<file path="src/rtl/irq_thresh_pkg.sv">
package irq_thresh_pkg;

    typedef enum logic [1:0] {
        CS_HELD  = 2'd0,
        CS_IDLE  = 2'd1,
        CS_OFFER = 2'd2
    } core_state_e;

    typedef enum logic [1:0] {
        WS_SRC_CFG  = 2'd0,
        WS_THRESH   = 2'd1,
        WS_CORE_RST = 2'd2,
        WS_IPI      = 2'd3
    } wr_space_e;

endpackage

</file>
<file path="src/rtl/irq_src_arbiter.sv">
module irq_src_arbiter #(
    parameter int NUM_SRC = 16,
    parameter int PRIO_W  = 4,
    localparam int SRC_W  = (NUM_SRC > 1) ? $clog2(NUM_SRC) : 1
) (
    input  logic [NUM_SRC-1:0] elig,
    input  logic [PRIO_W-1:0]  prio [NUM_SRC],
    input  logic [PRIO_W-1:0]  floor_prio,
    output logic               found,
    output logic [SRC_W-1:0]   sel
);

    logic [PRIO_W-1:0] best;

    // Strict comparison against the running best keeps the lowest index on ties.
    always_comb begin
        found = 1'b0;
        sel   = '0;
        best  = floor_prio;
        for (int i = 0; i < NUM_SRC; i++) begin
            if (elig[i] && (prio[i] > best)) begin
                found = 1'b1;
                sel   = SRC_W'(i);
                best  = prio[i];
            end
        end
    end

endmodule

</file>
<file path="src/rtl/irq_isr_stack.sv">
module irq_isr_stack #(
    parameter int DEPTH  = 16,
    parameter int PRIO_W = 4,
    localparam int IDX_W = (DEPTH > 1) ? $clog2(DEPTH) : 1,
    localparam int CNT_W = $clog2(DEPTH + 1)
) (
    input  logic              clk,
    input  logic              rst_n,
    input  logic              push,
    input  logic              pop,
    input  logic [PRIO_W-1:0] din,
    output logic [PRIO_W-1:0] top
);

    logic [PRIO_W-1:0] mem [DEPTH];
    logic [CNT_W-1:0]  cnt;
    logic              empty, full, grow, shrink, swap;
    logic [IDX_W-1:0]  top_idx, new_idx;

    assign empty   = (cnt == '0);
    assign full    = (cnt == CNT_W'(DEPTH));
    assign top_idx = IDX_W'(cnt - 1'b1);
    assign new_idx = IDX_W'(cnt);
    assign grow    = push && !full && (!pop || empty);
    assign shrink  = pop && !push && !empty;
    assign swap    = push && pop && !empty;
    assign top     = empty ? '0 : mem[top_idx];

    always_ff @(posedge clk or negedge rst_n) begin
        if (!rst_n) begin
            cnt <= '0;
        end else if (grow) begin
            cnt <= cnt + 1'b1;
        end else if (shrink) begin
            cnt <= cnt - 1'b1;
        end
    end

    always_ff @(posedge clk) begin
        if (grow) begin
            mem[new_idx] <= din;
        end else if (swap) begin
            mem[top_idx] <= din;
        end
    end

    // nesting is strictly increasing, so a push never meets a full stack
    assert_no_overflow_R8: assert property (@(posedge clk) disable iff (!rst_n)
        (push && !pop) |-> !full);

endmodule

</file>
<file path="src/rtl/irq_core_fsm.sv">
module irq_core_fsm
    import irq_thresh_pkg::*;
#(
    parameter int SRC_W = 4
) (
    input  logic             clk,
    input  logic             rst_n,
    input  logic             held,
    input  logic             found,
    input  logic [SRC_W-1:0] sel,
    input  logic             ack,
    output logic             irq,
    output logic [SRC_W-1:0] id,
    output logic             ack_take
);

    core_state_e state_q, state_d;
    logic [SRC_W-1:0] id_q;

    always_comb begin
        state_d = state_q;
        unique case (state_q)
            CS_HELD:  if (!held)          state_d = CS_IDLE;
            CS_IDLE:  if (found)          state_d = CS_OFFER;
            CS_OFFER: if (ack || !found)  state_d = CS_IDLE;
            default:                      state_d = CS_HELD;
        endcase
        if (held) state_d = CS_HELD;
    end

    always_ff @(posedge clk or negedge rst_n) begin
        if (!rst_n) state_q <= CS_IDLE;
        else        state_q <= state_d;
    end

    always_ff @(posedge clk or negedge rst_n) begin
        if (!rst_n)                  id_q <= '0;
        else if (state_d == CS_OFFER) id_q <= sel;
    end

    assign irq      = (state_q == CS_OFFER);
    assign id       = id_q;
    assign ack_take = ack && (state_q == CS_OFFER);

endmodule

</file>
<file path="src/rtl/irq_thresh_sel.sv">
module irq_thresh_sel
    import irq_thresh_pkg::*;
#(
    parameter int NUM_SRC   = 16,
    parameter int NUM_CORE  = 2,
    parameter int PRIO_W    = 4,
    parameter int ISR_DEPTH = 16,
    localparam int SRC_W    = (NUM_SRC > 1) ? $clog2(NUM_SRC) : 1,
    localparam int CORE_W   = (NUM_CORE > 1) ? $clog2(NUM_CORE) : 1,
    localparam int ADDR_W   = SRC_W + 2,
    localparam int DATA_W   = PRIO_W + 1 + NUM_CORE
) (
    input  logic                       clk,
    input  logic                       rst_n,
    input  logic                       wr_en,
    input  logic [ADDR_W-1:0]          wr_addr,
    input  logic [DATA_W-1:0]          wr_data,
    input  logic [NUM_SRC-1:0]         src_set,
    input  logic [NUM_CORE-1:0]        ack,
    input  logic [NUM_CORE-1:0]        eoi,
    output logic [NUM_CORE-1:0]        irq_o,
    output logic [NUM_CORE*SRC_W-1:0]  irq_id_o,
    output logic [NUM_CORE-1:0]        ipi_o,
    output logic [NUM_CORE*PRIO_W-1:0] thresh_o
);

    localparam logic [PRIO_W-1:0] PRIO_MAX = {PRIO_W{1'b1}};

    logic [PRIO_W-1:0]   prio_q   [NUM_SRC];
    logic [NUM_CORE-1:0] dest_q   [NUM_SRC];
    logic [NUM_SRC-1:0]  mask_q;
    logic [NUM_SRC-1:0]  pend_q;
    logic [PRIO_W-1:0]   thresh_q [NUM_CORE];
    logic [NUM_CORE-1:0] core_rst_q;
    logic [NUM_CORE-1:0] ipi_q;

    logic [SRC_W-1:0]    core_id  [NUM_CORE];
    logic [NUM_CORE-1:0] ack_take;

    wr_space_e         wr_space;
    logic [SRC_W-1:0]  wr_idx;
    logic [CORE_W-1:0] wr_core;

    assign wr_space = wr_space_e'(wr_addr[ADDR_W-1 -: 2]);
    assign wr_idx   = wr_addr[SRC_W-1:0];
    assign wr_core  = wr_addr[CORE_W-1:0];

    // Source configuration
    always_ff @(posedge clk or negedge rst_n) begin
        if (!rst_n) begin
            for (int i = 0; i < NUM_SRC; i++) begin
                prio_q[i] <= '0;
                dest_q[i] <= '0;
            end
            mask_q <= '1;
        end else if (wr_en && wr_space == WS_SRC_CFG) begin
            for (int i = 0; i < NUM_SRC; i++) begin
                if (wr_idx == SRC_W'(i)) begin
                    prio_q[i] <= wr_data[PRIO_W-1:0];
                    mask_q[i] <= wr_data[PRIO_W];
                    dest_q[i] <= wr_data[PRIO_W+1 +: NUM_CORE];
                end
            end
        end
    end

    // Pending flags: an acknowledge clears, a new pulse sets
    always_ff @(posedge clk or negedge rst_n) begin
        if (!rst_n) begin
            pend_q <= '0;
        end else begin
            for (int i = 0; i < NUM_SRC; i++) begin
                logic clr;
                clr = 1'b0;
                for (int c = 0; c < NUM_CORE; c++) begin
                    if (ack_take[c] && core_id[c] == SRC_W'(i)) clr = 1'b1;
                end
                pend_q[i] <= (pend_q[i] && !clr) || src_set[i];
            end
        end
    end

    // Thresholds, hold bits and dispatch pulses
    always_ff @(posedge clk or negedge rst_n) begin
        if (!rst_n) begin
            for (int c = 0; c < NUM_CORE; c++) thresh_q[c] <= PRIO_MAX;
            core_rst_q <= '0;
            ipi_q      <= '0;
        end else begin
            for (int c = 0; c < NUM_CORE; c++) begin
                if (core_rst_q[c])
                    thresh_q[c] <= PRIO_MAX;
                else if (wr_en && wr_space == WS_THRESH && wr_core == CORE_W'(c))
                    thresh_q[c] <= wr_data[PRIO_W-1:0];
            end
            if (wr_en && wr_space == WS_CORE_RST)
                core_rst_q <= wr_data[NUM_CORE-1:0];
            ipi_q <= (wr_en && wr_space == WS_IPI) ? wr_data[NUM_CORE-1:0] : '0;
        end
    end

    assign ipi_o = ipi_q;

    for (genvar c = 0; c < NUM_CORE; c++) begin : g_core
        logic [NUM_SRC-1:0] elig;
        logic [PRIO_W-1:0]  isr_top;
        logic [PRIO_W-1:0]  floor_v;
        logic               found;
        logic [SRC_W-1:0]   sel;
        logic               irq;

        always_comb begin
            for (int i = 0; i < NUM_SRC; i++)
                elig[i] = pend_q[i] && !mask_q[i] && dest_q[i][c];
        end

        assign floor_v = (thresh_q[c] > isr_top) ? thresh_q[c] : isr_top;

        irq_src_arbiter #(.NUM_SRC(NUM_SRC), .PRIO_W(PRIO_W)) u_arb (
            .elig       (elig),
            .prio       (prio_q),
            .floor_prio (floor_v),
            .found      (found),
            .sel        (sel)
        );

        irq_isr_stack #(.DEPTH(ISR_DEPTH), .PRIO_W(PRIO_W)) u_stack (
            .clk   (clk),
            .rst_n (rst_n),
            .push  (ack_take[c]),
            .pop   (eoi[c]),
            .din   (prio_q[core_id[c]]),
            .top   (isr_top)
        );

        irq_core_fsm #(.SRC_W(SRC_W)) u_fsm (
            .clk      (clk),
            .rst_n    (rst_n),
            .held     (core_rst_q[c]),
            .found    (found),
            .sel      (sel),
            .ack      (ack[c]),
            .irq      (irq),
            .id       (core_id[c]),
            .ack_take (ack_take[c])
        );

        assign irq_o[c]                      = irq;
        assign irq_id_o[c*SRC_W +: SRC_W]    = core_id[c];
        assign thresh_o[c*PRIO_W +: PRIO_W]  = thresh_q[c];

        // a fully blocking threshold keeps the line low on the next cycle
        assert_block_all_R5: assert property (@(posedge clk) disable iff (!rst_n)
            (thresh_q[c] == PRIO_MAX) |=> !irq_o[c]);

        // a held core has its threshold pinned to the blocking value
        assert_thresh_forced_R6: assert property (@(posedge clk) disable iff (!rst_n)
            core_rst_q[c] |=> (thresh_q[c] == PRIO_MAX));

        // an accepted acknowledge drops the line
        assert_ack_drops_R8: assert property (@(posedge clk) disable iff (!rst_n)
            (ack[c] && irq_o[c]) |=> !irq_o[c]);

        // a dispatch pulse appears only after a dispatch write
        assert_ipi_from_write_R7: assert property (@(posedge clk) disable iff (!rst_n)
            ipi_o[c] |-> ($past(wr_en) && $past(wr_addr[ADDR_W-1 -: 2]) == 2'd3));
    end

endmodule

</file>
<file path="config.mk">
export PLATFORM = sky130hd
export DESIGN_NAME = irq_thresh_sel
export DESIGN_NICKNAME = d
export VERILOG_FILES = /design/src/rtl/irq_thresh_pkg.sv /design/src/rtl/irq_src_arbiter.sv /design/src/rtl/irq_isr_stack.sv /design/src/rtl/irq_core_fsm.sv /design/src/rtl/irq_thresh_sel.sv
export SDC_FILE = /design/constraint.sdc
export NUM_CORES = 1
export LEC_CHECK = 0
export BUFFER_PORTS_ARGS = -buffer_cell sky130_fd_sc_hd__buf_2
export CORE_ASPECT_RATIO = 1.2
export CORE_MARGIN = 5
export CORE_UTILIZATION = 28
export CTS_CLUSTER_SIZE = 25
export DETAILED_ROUTE_END_ITERATION = 10
export MAX_ROUTING_LAYER = met4
export PLACE_DENSITY = 0.52
export SETUP_SLACK_MARGIN = 0.05
export SYNTH_ARGS = -nofsm -noshare
export SYNTH_HDL_FRONTEND = slang
export SYNTH_SLANG_ARGS = --single-unit
</file>
<file path="constraint.sdc">
create_clock -name clk -period 62.6 [get_ports clk]
set_input_delay 9.39 -clock clk [delete_from_list [all_inputs] [get_ports clk]]
set_output_delay 9.39 -clock clk [all_outputs]
set_load 0.05 [all_outputs]
</file>
---- Word level (Yosys, flattened, before mapping) ----
Memory sizes are Yosys's and may differ from the RTL's.
Cells that the tools add are included.
storage, ports and cells
  output and inout port bits .............. 20
  bits in writable memories ............... 128
  memories kept ........................... 2
  register bits ........................... 162
  input bits .............................. 36
  logic and storage cells ................. 567
memory list
  memory                 words  bits a word  rd ports  clocked after memory_dff  write ports  line                 source
  g_core[0].u_stack.mem  16     4            1         0                         1            irq_isr_stack.sv:15  logic [PRIO_W-1:0] mem [DEPTH];
  g_core[1].u_stack.mem  16     4            1         0                         1            irq_isr_stack.sv:15
cells by class
  reductions and logical operators ........ 240
  muxes and demuxes ....................... 167
  bitwise gates (word level) .............. 3
  add/sub/neg operators ................... 4
  $lt $le $gt $ge ......................... 36
  equal/unequal tests ..................... 56
operator list
  kind                                                                 count
  4-bit two-way mux                                                    62
  1-bit logical AND                                                    148
  4-bit greater-than comparator                                        34
  4-bit == test (second input constant)                                24
  1-bit two-way mux                                                    78
  4-bit by 3-bit == test with 1-bit output (second input constant)     12
  1-bit logical NOT                                                    42
  4-bit binary-select mux with 4-bit select                            2
  2-bit AND reduction                                                  16
  4-bit by 2-bit == test with 1-bit output (second input constant)     6
  3-bit two-way mux                                                    8
  2-bit two-way mux                                                    11
  1-bit logical OR                                                     20
  5-bit two-way mux                                                    4
  2-bit == test (second input constant)                                6
  4-bit by 1-bit == test with 1-bit output (second input constant)     3
  4-bit logical NOT                                                    3
  2-bit one-hot mux with 3 select lines                                2
  5-bit by 1-bit adder with 5-bit output (second input constant)       2
  5-bit == test (second input constant)                                2
  5-bit greater-or-equal comparator (second input constant)            2
  5-bit logical NOT                                                    2
  4-bit NOT with 5-bit output                                          2
  5-bit by 1-bit subtractor with 5-bit output (second input constant)  2
  other kinds (5)                                                      13

---- Logic depth before layout (Yosys ltp) ----
An unclocked memory read counts as a cell.
  depth in word-level cells ............... 59
  depth in mapped cells ................... 160
  depth with buffers taken out ............ 153

---- Modules after synthesis ----
Synthesis repeated with hierarchy kept, for this count alone.
unflattened totals
  cell total of the unflattened synthesis .. 1974
  area total of the unflattened synthesis .. 21070.2 um^2
by module, submodules not included
  module                              cells an instance  instances  area each (um^2)  sequential area each (um^2)
  irq_thresh_sel                      510                1          7084.3            3533.4
  irq_isr_stack                       182                2          3084.2            2047.0
  irq_src_arbiter at g_core[0].u_arb  523                1          3641.0            0.0
  irq_src_arbiter at g_core[1].u_arb  503                1          3408.3            0.0
  irq_core_fsm                        37                 2          384.1             151.4

---- Worst setup path before layout ----
No wires, ideal clock.
  kind .................................... reg2reg
  start point ............................. register g_core[1].u_stack.cnt[0]
  end point ............................... register g_core[1].u_fsm.id_q[3]
  stages on the path, launching flop included .. 150
  period minus slack after synthesis ...... 28626 ps
  path buffers ............................ 8
  data arrival time ....................... 28498 ps
  required time ........................... 62472 ps
  setup slack ............................. 33974 ps
  setup time .............................. 128 ps
  cells stage by stage .................... dfrtp_1 > buf_4 > buf_1 > clkbuf_1 > inv_1 > ha_1 > buf_2 > clkbuf_1 > mux4_2 > mux2i_1 > nand2_1 > o211ai_1 > ha_1 > nor2b_1 > o21ai_0 > a21o_1 > mux2_2 > ha_1 > [... 114 more ...] > mux2i_1 > ha_1 > nor2b_1 > o21a_1 > o21a_1 > o2111ai_1 > nand2_1 > o221ai_1 > ha_1 > nor2b_1 > o21a_1 > o21a_1 > o2111ai_1 > and2_1 > nand3_1 > a211oi_4 > a31oi_4 > mux2_1
between the ends
  word-level cells in the longest chain between the ends .. 59
  elaborated cells on any way between the ends .. 84
  those cells by class .................... add/sub: 1; order compare: 17; eq/ne: 1; mux: 45; reduce/logical: 19; memory: 1
ends and longest elaborated chain
  element                                      line                   source
  start: declaration                           irq_isr_stack.sv:16    logic [CNT_W-1:0] cnt;
  start signal: assignment                     irq_isr_stack.sv:33    cnt <= cnt + 1'b1;
  start signal: assignment                     irq_isr_stack.sv:35    cnt <= cnt - 1'b1;
  5-bit by 1-bit subtractor with 5-bit output  irq_isr_stack.sv:22    assign top_idx = IDX_W'(cnt - 1'b1);
  memory 16 x 4 bit                            -
  4-bit two-way mux *                          irq_isr_stack.sv:27    assign top = empty ? '0 : mem[top_idx];
  4-bit greater-than comparator                irq_thresh_sel.sv:117  assign floor_v = (thresh_q[c] > isr_top) ? thresh_q[c] : isr_top;
  4-bit two-way mux *                          irq_thresh_sel.sv:117
  4-bit greater-than comparator                irq_src_arbiter.sv:21  if (elig[i] && (prio[i] > best)) begin
  1-bit logical AND                            irq_src_arbiter.sv:21
  4-bit two-way mux                            irq_src_arbiter.sv:21
  [... 44 more ...]                            -
  1-bit two-way mux *                          irq_src_arbiter.sv:21
  1-bit logical NOT                            irq_core_fsm.sv:25     CS_OFFER: if (ack || !found) state_d = CS_IDLE;
  1-bit logical OR                             irq_core_fsm.sv:25
  2-bit two-way mux                            irq_core_fsm.sv:25
  2-bit one-hot mux with 3 select lines *      irq_core_fsm.sv:22     unique case (state_q)
  2-bit two-way mux *                          irq_core_fsm.sv:28     if (held) state_d = CS_HELD;
  named net g_core[1].u_fsm.state_d[1]         irq_core_fsm.sv:17     core_state_e state_q, state_d;
  2-bit == test *                              irq_core_fsm.sv:38     else if (state_d == CS_OFFER) id_q <= sel;
  end signal: assignment                       irq_core_fsm.sv:38
  end: declaration                             irq_core_fsm.sv:18     logic [SRC_W-1:0] id_q;
Mark *: on every way through the listed nets, which the timed path passes. The rest lies on a longest branch.
A chain may end at the register's enable or synchronous reset.

---- Worst setup path in the final report ----
Ends and elaborated chain as after synthesis.

==> summary.md <==
| Metric | Value |
|---|---|
| Status | `completed` |
| Worst-path clk slew | `60 ps` |
| Worst Path Class, Setup | `reg -> reg` |
| Max FO, Critical Path | `25` |
| Largest net degree at the start of global routing | `99` |
| Crit-path slowest cell | `ha_1` |
| Setup crit end kind | `flop` |
| Global-route usage over all layers | `16.2%` |
| GPL Wtd Cong | `0.909` |
| Nets | `around 2100` |
| Worst Hold Endpoint | `pend_q[4]` |
| Syn. warnings | `0` |
| Clock root cell | `clkbuf_16` |
| Synth Cell Area | `about 0.020 sq mm` |
| DRC viols | `0` |
| Data arrival, critical path | `34220 ps` |
| Final hold violations | `0` |
| Final setup TNS | `0 ps` |
| Post-synth cell types | `124` |
| Min-delay worst type | `reg -> reg` |
| Tmin final | `about 34000 ps` |
| Routed wire length | `63.5 mm` |
| Post-Syn Instances | `1890` |
| Wirelength per Cell | `22.0 um` |
| Yosys reg bits | `290` |
| Fmax achieved | `a little under 30 MHz` |
| Maxcap violations | `0` |
| Post-DP HPWL | `48.1 mm` |
| Io pins | `56` |
| Rel. slew slack | `roughly a quarter` |
| CP peak stage delay | `between 900 and 1000 ps` |
| CTS tree | `built` |
| Main synth FF type | `dfrtp_1` |
| HP Start | `pend_q[4]` |
| Share of cells above drive strength 1 | `22.6%` |
| Final Max Slew Viols | `0` |
| Post-synth top cells | `138 x nand2_1, 136 x dfrtp_1, 129 x inv_1` |
| Hold Buf Count CTS | `0` |
| Top cell type's share of synthesized area | `18.9%` |
| R2R Path Start | `g_core[1].u_stack.cnt[0]` |
| Critical Path Start Type | `flop` |
| Congestion Overflow GR | `0` |
| Vias in the first global route | `15700` |
| Via count | `15700` |
| Cells on worst reg2reg path | `around 140` |
| Total clock sinks | `slightly below 300` |
| Hold Crit Depth | `1` |
| Initial antenna violation count | `7` |
| Starting density of the core | `28.2%` |
| Period utilization | `54.0%` |
| Die Width | `around 260 um` |
| Row Count | `about 110` |
| Vias per inst | `~5.5` |
| H-tree levels | `2` |
| Worst Path Required | `63040 ps` |
| Number of post-CTS setup repair buffers | `0` |
| CP most frequent cell | `ha_1` |
| Actual slew at the worst max-slew pin | `1090 ps` |
| Clk_skew | `35.6 ps` |
| Die ar. | `around 0.08 sq mm` |
| Clock Latency Late Sink | `560 ps` |
| CTS max path bufs | `3` |
| Synth area leader | `edfxtp_1` |
| First-pass GRT wire length | `96.4 mm` |
| Async SR Flop Fraction | `between 50% and 60%` |
| Largest cells by area after synthesis | `edfxtp_1 19%, dfrtp_1 17%, mux4_2 7.5%` |
| Die Y | `305 um` |
| Reg2reg end | `g_core[1].u_fsm.id[3]` |
| Cts bufs inserted | `35` |
| Sequential fraction of the synthesis area | `roughly two fifths` |
| Post-CTS Resized | `0` |
| Core ar. | `about 0.072 sq mm` |
| Antenna viol nets, final | `0` |
| PortBufs | `55` |
| R2R Setup Slk | `28810 ps` |
| Most frequent cell after synthesis | `nand2_1` |
| Post-synthesis to final-layout area growth | `10.7%` |
| 1st-pass router iterations | `7` |
| Post-synth EDFFs | `approximately 130` |
| Syn Nets | `2040` |
| Unrepaired setup endpoints after global routing | `false` |
| Syn avg cell area | `approximately 11 sq um` |
| Final setup vio count | `0` |
| DR iter-0 viols | `1201` |
## layout by cell type (no fill, tap or decap), types with 43 or more instances in the layout
cell	n
nor2b_1	43
ha_1	114
buf_2	54
inv_1	129
mux2_2	123
dfrtp_1	136
mux4_2	68
nand3_1	71
edfxtp_1	128
a21oi_1	66
o21ai_0	107
nand2_1	138
nor2_1	116
## worst max-delay path by stage
stage	startpoint	end	slack [ps]	cells after the start
detailed placement	g_core[1].u_stack.cnt[0]	g_core[1].u_fsm.id[3]	29120	141
floorplan	g_core[1].u_stack.cnt[0]	g_core[1].u_fsm.id[3]	33970	149
finish	g_core[1].u_stack.cnt[0]	g_core[1].u_fsm.id[3]	28810	141
CTS	g_core[1].u_stack.cnt[0]	g_core[1].u_fsm.id[3]	29010	141
global route	g_core[1].u_stack.cnt[0]	g_core[1].u_fsm.id[3]	26420	141
global placement	g_core[1].u_stack.cnt[0]	g_core[1].u_fsm.id[3]	29780	141
## per-layer routing
| metal | track usage [%] | routed length (um) | vias to the layer above |
|---|---|---|---|
| li1 | - | - | 7248 |
| met4 | 6.13 | 2530 | 0 |
| met2 | 26.5 | 30100 | 474 |
| met3 | 2.15 | 3150 | 116 |
| met5 | - | 0 | - |
| met1 | 20.7 | 27700 | 7898 |
## worst max-delay path, delay by kind of cell, from the launching register on
kind            cells  cell delay [ps]
simple gates       26             5230
flops               1              320
buf+inv            16             1740
mux                15             4970
compound gates     65            15030
fa+ha+maj          19             6280
## area by class of cell
cell class,instances,area [sq um]
tap,935,1170
clock inverter,15,158
sequential,290,7930
inverter,129,484
timing repair buffer,68,379
fill,7437,49700
antenna,2,5.00
multi-input combinational,1396,11400
clock buffer,48,996
## kinds of logic after synthesis
| group | Yosys count | synth area share [%] |
|---|---|---|
| adder cells (fa/ha/maj) | 116 | 7.11 |
| AND/OR/NAND/NOR | 548 | 14.1 |
| AO/OA/AOI/OAI | 466 | 16.5 |
| buffers and inverters | 204 | 5.00 |
| flip-flops | 290 | 39.0 |
| XOR/XNOR | 32 | 1.51 |
| multiplexers | 234 | 16.8 |
## registers in the layout (all words and copies together), names as in the netlist
name / flops
core_rst_q: 2
g_core.u_stack.mem: 128
ipi_o: 2
g_core.u_fsm.id: 8
g_core.u_stack.cnt: 10
dest_q: 32
pend_q: 16
thresh_o: 8
mask_q: 16
prio_q: 64
g_core.u_fsm.state_q: 4
## per-stage QoR
step / instances / setup slack, ps / hold slack (ps) / area (sq um) / util, %
CTS: 2881 / 29010 / 473 / 22500 / 31.2
global route: 2882 / 26420 / 505 / 22500 / 31.2
detailed placement: 2818 / 29120 / 460 / 21300 / 29.6
floorplan: 1890 / 33970 / 441 / 20300 / -
global placement: 2818 / 29780 / 456 / 21300 / 29.6
finish: 2883 / 28810 / 467 / 22500 / 31.2
Power is left out: the tool's default activity adds up to more than one toggle a clock period on the data nets, which glitch-free logic cannot reach.
